File: config.mk
export PLATFORM = sky130hd
export DESIGN_NAME = mdio_reg_master
export DESIGN_NICKNAME = d
export VERILOG_FILES = /design/src/rtl/mdio_reg_pkg.sv /design/src/rtl/mdio_phase_gen.sv /design/src/rtl/mdio_frame_seq.sv /design/src/rtl/mdio_reg_master.sv
export SDC_FILE = /design/constraint.sdc
export NUM_CORES = 1
export LEC_CHECK = 0
export ABC_AREA = 1
export BUFFER_PORTS_ARGS = -buffer_cell sky130_fd_sc_hd__buf_2
export CORE_UTILIZATION = 45
export CTS_CLUSTER_SIZE = 25
export DETAILED_ROUTE_END_ITERATION = 8
export GPL_TIMING_DRIVEN = 0
export MAX_ROUTING_LAYER = met4
export PLACE_DENSITY_LB_ADDON = 0.3
export SLEW_MARGIN = 10
export SYNTH_ARGS = -nofsm -noshare
export SYNTH_HDL_FRONTEND = slang
export SYNTH_SLANG_ARGS = --single-unit
File: constraint.sdc
create_clock -name clk -period 3.1 [get_ports clk]
set_clock_uncertainty 0.05 [all_clocks]
set_input_delay 0 -clock clk [delete_from_list [all_inputs] [get_ports clk]]
set_output_delay 0 -clock clk [all_outputs]
set_load 0.05 [all_outputs]
File: src/rtl/mdio_reg_pkg.sv
package mdio_reg_pkg;
  localparam int ADDR_W      = 10;
  localparam int DATA_W      = 16;
  localparam int PRE_SLOTS   = 32;
  localparam int HDR_BITS    = 4 + ADDR_W;
  localparam int RECOV_SLOTS = 32;
  localparam int CNT_W       = 6;

  typedef enum logic [3:0] {
    S_IDLE, S_PRE, S_HDR, S_WTA, S_WDAT, S_WREL,
    S_RTA, S_RDAT, S_RCLS, S_RREC
  } seq_state_t;

  // start pattern, opcode, then address: the upper half lands in the PHY
  // field and the lower half in the register field
  function automatic logic [HDR_BITS-1:0] mk_hdr(logic wr, logic [ADDR_W-1:0] a);
    return {2'b01, (wr ? 2'b01 : 2'b10), a};
  endfunction
endpackage

File: src/rtl/mdio_phase_gen.sv
module mdio_phase_gen #(
  parameter int DIV_W = 16
) (
  input  logic             clk,
  input  logic             rst_n,
  input  logic             run,
  input  logic [DIV_W-1:0] half_period,
  output logic             mdc,
  output logic             slot_end
);
  logic [DIV_W-1:0] cnt_q, cnt_d, limit;
  logic             mdc_q, mdc_d, at_lim;

  assign limit  = (half_period == '0) ? DIV_W'(1) : half_period;
  assign at_lim = (cnt_q == limit - DIV_W'(1));

  always_comb begin
    cnt_d = cnt_q;
    mdc_d = mdc_q;
    if (!run) begin
      cnt_d = '0;
      mdc_d = 1'b0;
    end else if (at_lim) begin
      cnt_d = '0;
      mdc_d = ~mdc_q;
    end else begin
      cnt_d = cnt_q + DIV_W'(1);
    end
  end

  always_ff @(posedge clk or negedge rst_n) begin
    if (!rst_n) begin
      cnt_q <= '0;
      mdc_q <= 1'b0;
    end else begin
      cnt_q <= cnt_d;
      mdc_q <= mdc_d;
    end
  end

  assign mdc      = mdc_q;
  assign slot_end = run & mdc_q & at_lim;

  p_cnt_bound_r8: assert property (@(posedge clk) disable iff (!rst_n)
    run |-> (cnt_q < limit));
endmodule

File: src/rtl/mdio_frame_seq.sv
module mdio_frame_seq
  import mdio_reg_pkg::*;
#(
  parameter logic [ADDR_W-1:0] DOUBLE_BASE = 10'h300
) (
  input  logic              clk,
  input  logic              rst_n,
  input  logic              start,
  input  logic              wr,
  input  logic [ADDR_W-1:0] addr,
  input  logic [DATA_W-1:0] wdata,
  input  logic              slot_end,
  input  logic              mdio_i,
  output logic              run,
  output logic              mdio_o,
  output logic              mdio_oe,
  output logic              busy,
  output logic              done,
  output logic [DATA_W-1:0] rdata,
  output logic              err
);
  seq_state_t          state_q, state_d;
  logic [CNT_W-1:0]    cnt_q, cnt_d;
  logic [HDR_BITS-1:0] hdr_q, hdr_d;
  logic [DATA_W-1:0]   wsh_q, wsh_d, rsh_q, rsh_d, rdata_q, rdata_d;
  logic [ADDR_W-1:0]   addr_q, addr_d;
  logic wr_q, wr_d, again_q, again_d, o_q, o_d, oe_q, oe_d;
  logic done_q, done_d, err_q, err_d;
  logic fin, fin_upd, fin_err;
  logic [DATA_W-1:0] fin_rd;

  always_comb begin
    state_d = state_q;  cnt_d = cnt_q;   hdr_d = hdr_q;   wsh_d = wsh_q;
    rsh_d   = rsh_q;    rdata_d = rdata_q; addr_d = addr_q; wr_d = wr_q;
    again_d = again_q;  o_d = o_q;       oe_d = oe_q;     err_d = err_q;
    done_d  = 1'b0;
    fin = 1'b0; fin_upd = 1'b0; fin_err = 1'b0; fin_rd = '1;
    if (state_q == S_IDLE) begin
      if (start) begin
        state_d = S_PRE;  cnt_d = '0;
        wr_d = wr;  addr_d = addr;  wsh_d = wdata;
        hdr_d = mk_hdr(wr, addr);
        again_d = !wr && (addr >= DOUBLE_BASE);
        o_d = 1'b1;  oe_d = 1'b1;
      end
    end else if (slot_end) begin
      unique case (state_q)
        S_PRE: begin
          if (cnt_q == CNT_W'(PRE_SLOTS-1)) begin
            state_d = S_HDR;  cnt_d = '0;
            o_d = hdr_q[HDR_BITS-1];  hdr_d = hdr_q << 1;
          end else cnt_d = cnt_q + 1'b1;
        end
        S_HDR: begin
          if (cnt_q == CNT_W'(HDR_BITS-1)) begin
            cnt_d = '0;
            if (wr_q) begin state_d = S_WTA; o_d = 1'b1; end
            else      begin state_d = S_RTA; oe_d = 1'b0; end
          end else begin
            cnt_d = cnt_q + 1'b1;
            o_d = hdr_q[HDR_BITS-1];  hdr_d = hdr_q << 1;
          end
        end
        S_WTA: begin
          if (cnt_q == '0) begin cnt_d = CNT_W'(1); o_d = 1'b0; end
          else begin
            state_d = S_WDAT;  cnt_d = '0;
            o_d = wsh_q[DATA_W-1];  wsh_d = wsh_q << 1;
          end
        end
        S_WDAT: begin
          if (cnt_q == CNT_W'(DATA_W-1)) begin
            state_d = S_WREL;  cnt_d = '0;  oe_d = 1'b0;
          end else begin
            cnt_d = cnt_q + 1'b1;
            o_d = wsh_q[DATA_W-1];  wsh_d = wsh_q << 1;
          end
        end
        S_WREL: fin = 1'b1;
        S_RTA: begin
          if (cnt_q == '0) cnt_d = CNT_W'(1);
          else begin
            cnt_d = '0;
            state_d = mdio_i ? S_RREC : S_RDAT;
          end
        end
        S_RDAT: begin
          rsh_d = {rsh_q[DATA_W-2:0], mdio_i};
          if (cnt_q == CNT_W'(DATA_W-1)) begin state_d = S_RCLS; cnt_d = '0; end
          else cnt_d = cnt_q + 1'b1;
        end
        S_RCLS: begin
          if (cnt_q == CNT_W'(1)) begin fin = 1'b1; fin_upd = 1'b1; fin_rd = rsh_q; end
          else cnt_d = cnt_q + 1'b1;
        end
        S_RREC: begin
          if (cnt_q == CNT_W'(RECOV_SLOTS-1)) begin
            fin = 1'b1;  fin_upd = 1'b1;  fin_err = 1'b1;
          end else cnt_d = cnt_q + 1'b1;
        end
        default: state_d = S_IDLE;
      endcase
    end
    if (fin) begin
      cnt_d = '0;
      if (again_q) begin
        again_d = 1'b0;  state_d = S_PRE;
        o_d = 1'b1;  oe_d = 1'b1;
        hdr_d = mk_hdr(wr_q, addr_q);
      end else begin
        state_d = S_IDLE;  done_d = 1'b1;  err_d = fin_err;
        if (fin_upd) rdata_d = fin_rd;
      end
    end
  end

  always_ff @(posedge clk or negedge rst_n) begin
    if (!rst_n) begin
      state_q <= S_IDLE;  cnt_q <= '0;  hdr_q <= '0;  wsh_q <= '0;
      rsh_q <= '0;  rdata_q <= '0;  addr_q <= '0;  wr_q <= 1'b0;
      again_q <= 1'b0;  o_q <= 1'b0;  oe_q <= 1'b0;
      done_q <= 1'b0;  err_q <= 1'b0;
    end else begin
      state_q <= state_d;  cnt_q <= cnt_d;  hdr_q <= hdr_d;  wsh_q <= wsh_d;
      rsh_q <= rsh_d;  rdata_q <= rdata_d;  addr_q <= addr_d;  wr_q <= wr_d;
      again_q <= again_d;  o_q <= o_d;  oe_q <= oe_d;
      done_q <= done_d;  err_q <= err_d;
    end
  end

  assign run     = (state_q != S_IDLE);
  assign busy    = run;
  assign mdio_o  = o_q;
  assign mdio_oe = oe_q;
  assign done    = done_q;
  assign rdata   = rdata_q;
  assign err     = err_q;

  p_done_pulse_r9: assert property (@(posedge clk) disable iff (!rst_n)
    done |=> !done);
  p_err_ones_r6: assert property (@(posedge clk) disable iff (!rst_n)
    (done && err) |-> (rdata == '1));
endmodule

File: src/rtl/mdio_reg_master.sv
module mdio_reg_master
  import mdio_reg_pkg::*;
#(
  parameter int                DIV_W       = 16,
  parameter logic [ADDR_W-1:0] DOUBLE_BASE = 10'h300
) (
  input  logic              clk,
  input  logic              rst_n,
  input  logic              req,
  input  logic              req_wr,
  input  logic [ADDR_W-1:0] req_addr,
  input  logic [DATA_W-1:0] req_wdata,
  input  logic [DIV_W-1:0]  half_period,
  input  logic              mdio_i,
  output logic              mdc,
  output logic              mdio_o,
  output logic              mdio_oe,
  output logic              busy,
  output logic              done,
  output logic [DATA_W-1:0] rdata,
  output logic              err
);
  logic run, slot_end, start;

  assign start = req & ~busy;

  mdio_phase_gen #(.DIV_W(DIV_W)) u_phase (
    .clk(clk), .rst_n(rst_n), .run(run), .half_period(half_period),
    .mdc(mdc), .slot_end(slot_end)
  );

  mdio_frame_seq #(.DOUBLE_BASE(DOUBLE_BASE)) u_seq (
    .clk(clk), .rst_n(rst_n), .start(start), .wr(req_wr), .addr(req_addr),
    .wdata(req_wdata), .slot_end(slot_end), .mdio_i(mdio_i), .run(run),
    .mdio_o(mdio_o), .mdio_oe(mdio_oe), .busy(busy), .done(done),
    .rdata(rdata), .err(err)
  );

  p_mdio_low_r8: assert property (@(posedge clk) disable iff (!rst_n)
    ((mdio_oe != $past(mdio_oe)) || (mdio_oe && (mdio_o != $past(mdio_o)))) |-> !mdc);
  p_idle_quiet_r1: assert property (@(posedge clk) disable iff (!rst_n)
    !busy |-> (!mdc && !mdio_oe));
endmodule

==> results.md, run 1 <==
Global routing:
- The initial antenna violation count is 0.
- After global routing the overflow that remains totals 0.
- For this run, global-route usage on met3 was measured as 0.0387.
- In the global route stage, overall resource usage came out at 0.237.
- The global routing usage on met1 is 0.302.
- The first-pass GRT wire length is 29.2 mm.
- The peak-usage layer in the global routing report is met2.
- Entering global routing, the biggest net connects slightly below 60 pins.
- For this run, global-route usage on met2 was measured as 0.388.
- The number of global-route vias before repair is 6165.

Timing:
- The final-report hold violation count is 0.
- The number of setup violations in the final report is 0.
- At the pin with the least slew margin, the transition time is a little over 600 ps.
- After layout, the minimum clock period comes to 2800 ps.
- Measured against its own limit, the worst slew margin works out to 0.597.
- The share of the clock period used by the worst path after layout is 0.902.
- Setup slack closes at roughly 300 ps.
- Setup total negative slack on the finished layout was measured at 0 ps.
- Setup repair after global routing could not meet its margin everywhere.
- The max-slew violation total from the final report is 0.
- The peak clock frequency supported by timing is around 360 MHz.

Setup path:
- The endpoint kind of the worst setup timing path is a flip-flop.
- The kind of critical path is in2reg.
- Data on the critical path is required at its endpoint by approximately 3300 ps.
- STA classifies the critical path startpoint as an input pin.
- The largest fanout of any net on the critical path is 10.
- The arrival time at the worst endpoint is roughly 3000 ps.

Final layout:
- 0 antenna diodes ended up in the layout.
- The area growth from synthesis to final layout is 18.8%.
- The final layout net count is between 1000 and 1500.
- The most common cell after layout, fill and taps aside is nand2_1.
- The final cell count without fillers is ~1300.
- The library cells used most frequently in the layout, excluding fill and tap cells, are nand2_1, inv_1, dfrtp_1.
- The cell area after layout is between 0.008 and 0.009 mm2.
- The ratio of cells with drive above 1 in the final layout is 0.137.

Clocking:
- TritonCTS built the clock tree.
- TritonCTS created 9 clock buffers.
- Counting along the longest clock path gives a buffer depth of 2.
- The clock insertion delay at the later pin of the skew report is roughly 360 ps.
- The number of sinks driven by the clock tree is about 110.
- The buffer type at the clock tree root is clkbuf_16.
- The clock-pin transition on the worst setup and hold timing paths is 70 ps.
- The H-tree generated during clock tree synthesis spans 3 levels.

Yosys:
- The average instance in the mapped netlist occupies around 7 um2.
- In the synthesized netlist, the number of instances is a little under 1000.
- The number of nets handed over by synthesis was 1021.
- In the synthesized netlist the async set-or-reset flop fraction comes to 1.00.
- The warning count from the yosys run is 0.
- By area the synthesized netlist is led by dfrtp_1, nand2_1, inv_1.
- The share of synthesized area in the top cell type comes to 0.387.
- The predominant post-synthesis flop cell is dfrtp_1.
- Of the synthesized area, sequential elements account for 0.387.
- The number of enable flip-flop cells after synthesis is 0.
- After synthesis, the netlist uses 50 different library cells.
- The cell type with the highest aggregate area in the netlist is dfrtp_1.
- Counting flops and latches in the post-synthesis netlist gives approximately 110.
- The synthesized cell area is roughly 0.0068 mm2.

Die:
- Row generation in the floorplan step produced between 40 and 50 rows.
- The total area inside the core boundary comes to between 0.01 and 0.015 mm2.
- The top-level port count is 69.
- The width of the die is 125 um.
- The height of the die is ~120 um.
- The floorplan die area is between 0.015 and 0.02 mm2.
- The initial cell density of the core is 0.463.

Power and ir drop:
- For this design the ratio of total power to cell area is between 700 and 800 mW/mm2.
- Overall power consumption after layout is estimated at approximately 0.0056 W.
- The worst-case IR drop observed on VDD is about 0.47 mV.
- The total leakage power is 4.06 nW.

Run status:
- The final reports fail on DRC.
- The run finished, with violations left.

Placed design:
- The post-placement cell count is ~1200.
- Before CTS, the worst setup slack after placement is -233 ps.
- In this run the tool buffered the top-level ports with ~70 buffer cells.
- Once placement finished, the instance area stood at ~0.0074 mm2.
- The global placer's final weighted congestion is around 0.9.
- Summed over all nets, the half-perimeter wirelength after detailed placement is between 10 and 15 mm.

Routing:
- The wire length after detailed routing is about 17 mm.
- The DRC violation total after the first TritonRoute iteration is around 480.
- The per-cell routed wire length is roughly 13 um.
- The count of vias placed by the detailed router is about 6500.
- The ratio of routed vias to standard cells is between 5 and 6.
- For this run, design rule violations remaining after detail routing come to 12.
- The detail route stage leaves a number of antenna-violating nets equal to 0.
- Before antenna repair, the detailed router went through 7 iterations.

Hold path:
- The type of the worst min-delay path is in2async.

Run:
- The number of maximum-capacitance constraint violations is 0.
==> critical path, stage by stage <==
cell      delay (ps)
buf_2            130
nor2_1           140
nand2_1           80
nor2_1           150
nand2_2          120
nand2_1          130
inv_1             60
ha_1             260
nand2_2          150
inv_2             70
nand2_1          100
nand2_1           70
nand3_1           70
nand2_1           70
nor2_1           110
nand2_1           60
nor2_1            80
nand2_1           90
nor2_2           140
nand4_1          170
nand2_2          140
nand3b_2         150
buf_2            220
nand2_1           90
o21ai_0          110
==> final cells by class <==
cell class | count | area (um2)
clock buffer | 11 | 243
sequential | 105 | 2630
buffer | 30 | 159
fill | 1406 | 6590
multi-input combinational | 687 | 3460
inverter | 147 | 557
clock inverter | 5 | 85.1
tap | 184 | 230
timing repair buffer | 102 | 697
==> cells by family after synthesis <==
logic type,after synthesis,share of synthesized area
and+or+nand+nor,536,0.354
buffers and inverters,177,0.105
AOI/OAI and AO/OA,117,0.103
DFF,105,0.387
muxes,15,0.0221
xor gates and xnor gates,14,0.0192
adders and majority gates,5,0.00923
==> what timing repair did <==
item,4_1_cts,5_1_grt
setup endpoints to repair,0,71
hold buffers,30,0
resized for setup,0,7
buffers inserted,0,3
hold endpoints to repair,88,0
==> final timing paths <==
| kind | start | to | slack, ps | cells after the start |
|---|---|---|---|---|
| worst max-delay path | half_period[10] | u_seq.wsh_q[6] | 300 | 25 |
| worst min-delay path | rst_n | u_phase.cnt_q[0] | 110 | 2 |
| worst max register to register | u_seq.state_q[0] | u_seq.cnt_q[3] | 330 | 13 |
| worst min register to register | u_seq.rdata[15] | u_seq.rdata[15] | 420 | 2 |
| max in group asynchronous | rst_n | u_seq.hdr_q[2] | 2260 | 3 |
| min in group clk | half_period[7] | u_phase.mdc | 280 | 8 |
==> sequential cells by signal (all words and copies together) (netlist names), 4 cells and up <==
signal,cells
u_seq.rdata,16
u_seq.rsh_q,16
u_seq.state_q,4
u_seq.addr_q,10
u_seq.wsh_q,16
u_phase.cnt_q,16
u_seq.hdr_q,14
u_seq.cnt_q,6
==> synth_stat cells (6+ instances only) <==
master and n:
xor2_1 8, inv_2 6, nand2_1 291, clkbuf_1 14
o21ai_1 7, nand3_1 87, o221ai_1 13, nor2_1 80
nand4_1 28, inv_1 139, nor2_2 7, o21ai_2 6
mux2i_1 15, buf_2 6, o21ai_0 59, a21oi_1 15
dfrtp_1 105, nor3_1 17, buf_4 6
==> per-stage QoR <==
stage / hold WS (ps) / utilization
floorplan: -346 / -
finish: 105 / 0.550
detailed placement: -50.0 / 0.504
global placement: 188 / 0.502
CTS: 135 / 0.547
global route: 162 / 0.550
==> power breakdown <==
part	internal, W	switching (W)	leakage, nW
sequential	0.00167	0.000223	1.39
combinational	0.000841	0.00165	2.51
clock	0.000736	0.000515	0.157
total	0.00325	0.00239	4.06
==> routing by layer <==
metal  part of all wire  routed length [um]
met5                  0                   0
met4              0.017                 282
met3              0.040                 677
met2               0.47                7880
met1               0.47                7990
No activity file was read; power rests on OpenSTA's default activity.
==> inputs of run 2 (changes only) <==
--- a/config.mk
+++ b/config.mk
@@ -7,6 +7,7 @@
 export LEC_CHECK = 0
 export ABC_AREA = 1
 export BUFFER_PORTS_ARGS = -buffer_cell sky130_fd_sc_hd__buf_2
+export CORE_MARGIN = 5
 export CORE_UTILIZATION = 45
 export CTS_CLUSTER_SIZE = 25
 export DETAILED_ROUTE_END_ITERATION = 8
==> run 2 against run 1 <==
Clock-buffer cell count shrank 2. Critical path depth unchanged. The flow now finishes without violations. Highest routed layer unchanged. Final area down 0.34%. Via count fell by 0.25%. Non-clock buffer count is 1 lower.
==> results.md, run 2 (synthesized netlist as in run 1, its figures left out) <==
Final layout:
- The ratio of cells with drive above 1 in the final layout is 0.138 (was 0.137).
- The share of the core filled with cells in the final layout is 0.548 (was 0.550).
- The sequential cell area is 0.00263 mm2 (unchanged).
- The most common cell after layout, fill and taps aside is nand2_1 (unchanged).
- The area growth from synthesis to final layout came to 18.4% (was 18.8%).
- The final cell count without fillers is 1270 (was 1271).
- The number of diodes is 0 (unchanged).
- The area of the multi-input gates is 0.00346 mm2 (about the same).
- Highest-count cells in the layout ignoring fill and taps: nand2_1, inv_1, dfrtp_1 (unchanged).
- The filler cell count in the final layout is 1450 (was 1406).
- The final layout net count was 1133 (was 1134).

Routing:
- The ratio of routed vias to standard cells is 5.12 (was 5.13).
- The wire length after detailed routing is 17.0 mm (was 16.8 mm).
- The DRC violations left came to 0 (was 12).
- The per-cell routed wire length was 13.4 um (was 13.2 um).
- The remaining antenna violation count is 0 (unchanged).
- The count of vias placed by the detailed router was 6498 (was 6514).
- The number of detailed-route iterations in the first pass is 5 (was 7).
- The DRC violation total after the first TritonRoute iteration is 412 (was 482).

Clocking:
- The worst-case clock buffer depth is 2 (unchanged).
- The clock insertion delay at the later pin of the skew report is 350 ps (was 360 ps).
- The buffer type at the clock tree root is clkbuf_16 (unchanged).
- The number of sinks driven by the clock tree is 105 (unchanged).
- The clock tree from TritonCTS is done (unchanged).
- The clock-pin transition on the worst setup and hold timing paths is 70 ps (about the same).
- The number of buffers created by CTS is 9 (unchanged).
- The H-tree level count came to 3 (unchanged).

Setup path:
- The endpoint kind of the worst setup timing path is a flip-flop (unchanged).
- The kind of critical path is in2reg (unchanged).
- The reg2reg setup slack is 330 ps (about the same).
- The worst reg2reg path endpoint is u_seq.hdr_q[4] (was u_seq.cnt_q[3]).
- The depth of the worst register-to-register path is 14 (was 13).
- The launch point of the worst reg-to-reg path is u_seq.state_q[2] (was u_seq.state_q[0]).
- The critical path startpoint category is an input pin (unchanged).
- The data required time of the critical path is 3300 ps (was 3270 ps).
- The largest fanout of any net on the critical path is 10 (unchanged).
- The arrival time at the worst endpoint is 2970 ps (about the same).

Power and ir drop:
- The areal power density over the cells is 689 mW/mm2 (was 700 mW/mm2).
- The worst IR drop on VDD is 0.509 mV (was 0.473 mV).
- The total leakage power is 4.06 nW (about the same).

Timing:
- The number of setup violations in the final report is 0 (unchanged).
- The final-report hold violation count is 0 (unchanged).
- Unrepaired setup endpoints after global routing: false (was true).
- The share of the clock period used by the worst path after layout came to 0.895 (was 0.902).
- The peak clock frequency supported by timing is 360 MHz (was 357 MHz).
- The time the final worst path needs with I/O delays and setup was 2780 ps (was 2800 ps).
- The remaining max-slew budget at the tightest pin is 0.482 (was 0.597).
- The slew at the pin with the worst max-slew slack is 772 ps (was 604 ps).
- The max-slew violation total from the final report is 0 (unchanged).

Global routing:
- The initial antenna violation count is 0 (unchanged).
- The residual overflow from global routing was 0 (unchanged).
- The total routing resource utilization after global routing is 0.203 (was 0.237).
- The number of global-route vias before repair is 6222 (was 6165).
- The peak-usage layer in the global routing report is met2 (unchanged).
- The first-pass GRT wire length is 29.2 mm (about the same).
- The largest net degree at the start of global routing is 58 (unchanged).
- The met3 global-route usage is 0.0311 (was 0.0387).
- The met2 track demand over resource is 0.319 (was 0.388).
- The global routing usage on met1 is 0.275 (was 0.302).

Die:
- The number of placement rows was 44 (unchanged).
- The width of the die is 133 um (was 125 um).
- The core area is 0.0146 mm2 (unchanged).
- The initial cell density of the core was 0.463 (unchanged).
- The top-level port count is 69 (unchanged).
- The height of the die came to 133 um (was 125 um).
- The floorplan die area is 0.0176 mm2 (was 0.0156 mm2).

Placed design:
- The half-perimeter wire length after placement came to 12.7 mm (was 12.2 mm).
- The count of port buffers added during placement is 68 (unchanged).
- The post-placement cell count is 1222 (unchanged).
- The global placer's final weighted congestion is 0.906 (was 0.912).

Hold path:
- The type of the worst min-delay path is in2async (unchanged).

Run status:
- Run status: finished, final reports clean (was finished, violations left).

Run:
- The number of maximum-capacitance constraint violations is 0 (unchanged).
run 2: changes by cell type in the layout (fill, tap and decap cells not counted), sizes merged:
cell	change
bufinv	-1
clkinv	+2
clkbuf	-2
clkinvlp	+1
buf	-1
run 2: critical path: stages:
cell      delay, ps
buf_2           110
nor2_1          170
nand2_2         110
nor2_2          160
nand2_4         110
nand2_1         110
inv_1            60
ha_1            260
nand2_2         150
nor2_2           70
nand3_1         100
nand2_1          60
nand2_1          50
nand2_1          80
inv_1            90
nand3_1         100
nor2_2          200
nand2_1         140
nor2_4          160
nand3_4         180
clkinv_4        150
nand2_4          80
buf_6           150
nand2_1          60
nand2_1          40
run 2: worst max path at each step:
stage                      from  slack, ps  depth (start not counted)                end
3_3_place_gp     half_period[8]       -160                         21  u_phase.cnt_q[14]
2_1_floorplan    half_period[6]        560                         24     u_seq.rdata[0]
5_1_grt        u_seq.state_q[3]         20                         14     u_seq.hdr_q[8]
3_5_place_dp    half_period[10]       -200                         21  u_phase.cnt_q[14]
6_report         half_period[6]        320                         25     u_seq.rdata[7]
4_1_cts         half_period[10]        170                         21  u_phase.cnt_q[14]
run 2: through the flow:
stage	setup slack [ps]	total power, W	setup TNS (ps)	hold slack (ps)	cell area, um2
floorplan	556	0.00370	0	-346	6780
global placement	-159	0.00428	-5850	189	7350
detailed placement	-203	0.00432	-7840	-79.4	7390
CTS	174	0.00554	0	108	7990
global route	17.9	0.00600	0	137	8030
finish	325	0.00553	0	95.4	8030
run 2: final cells by class:
class | count | share of cell area
Sequential cell | 105 | 0.327
Clock inverter | 7 | 0.00982
Timing Repair Buffer | 101 | 0.0859
Buffer | 30 | 0.0200
Tap cell | 184 | 0.0287
Clock buffer | 9 | 0.0281
Multi-Input combinational cell | 687 | 0.431
Inverter | 147 | 0.0694
run 2: power by group:
group	switching (W)	leakage, nW	internal (W)
Clock	0.000527	0.144	0.000634
Sequential	0.000215	1.39	0.00167
Combinational	0.00164	2.52	0.000839
Total	0.00238	4.06	0.00315
run 2: routing by layer:
| layer | vias to the layer above | part of all wire |
|---|---|---|
| met2 | 122 | 0.47 |
| met3 | 19 | 0.041 |
| li1 | 3346 | - |
| met1 | 3011 | 0.47 |
| met5 | - | 0 |
| met4 | 0 | 0.014 |
run 2: repair_timing:
| action | 4_1_cts | 5_1_grt |
|---|---|---|
| endpoints found under the hold margin | 137 | 0 |
| hold buffers | 30 | 0 |
| setup endpoints to repair | 0 | 65 |
| setup buffers | 0 | 2 |
| gates resized for setup | 0 | 11 |
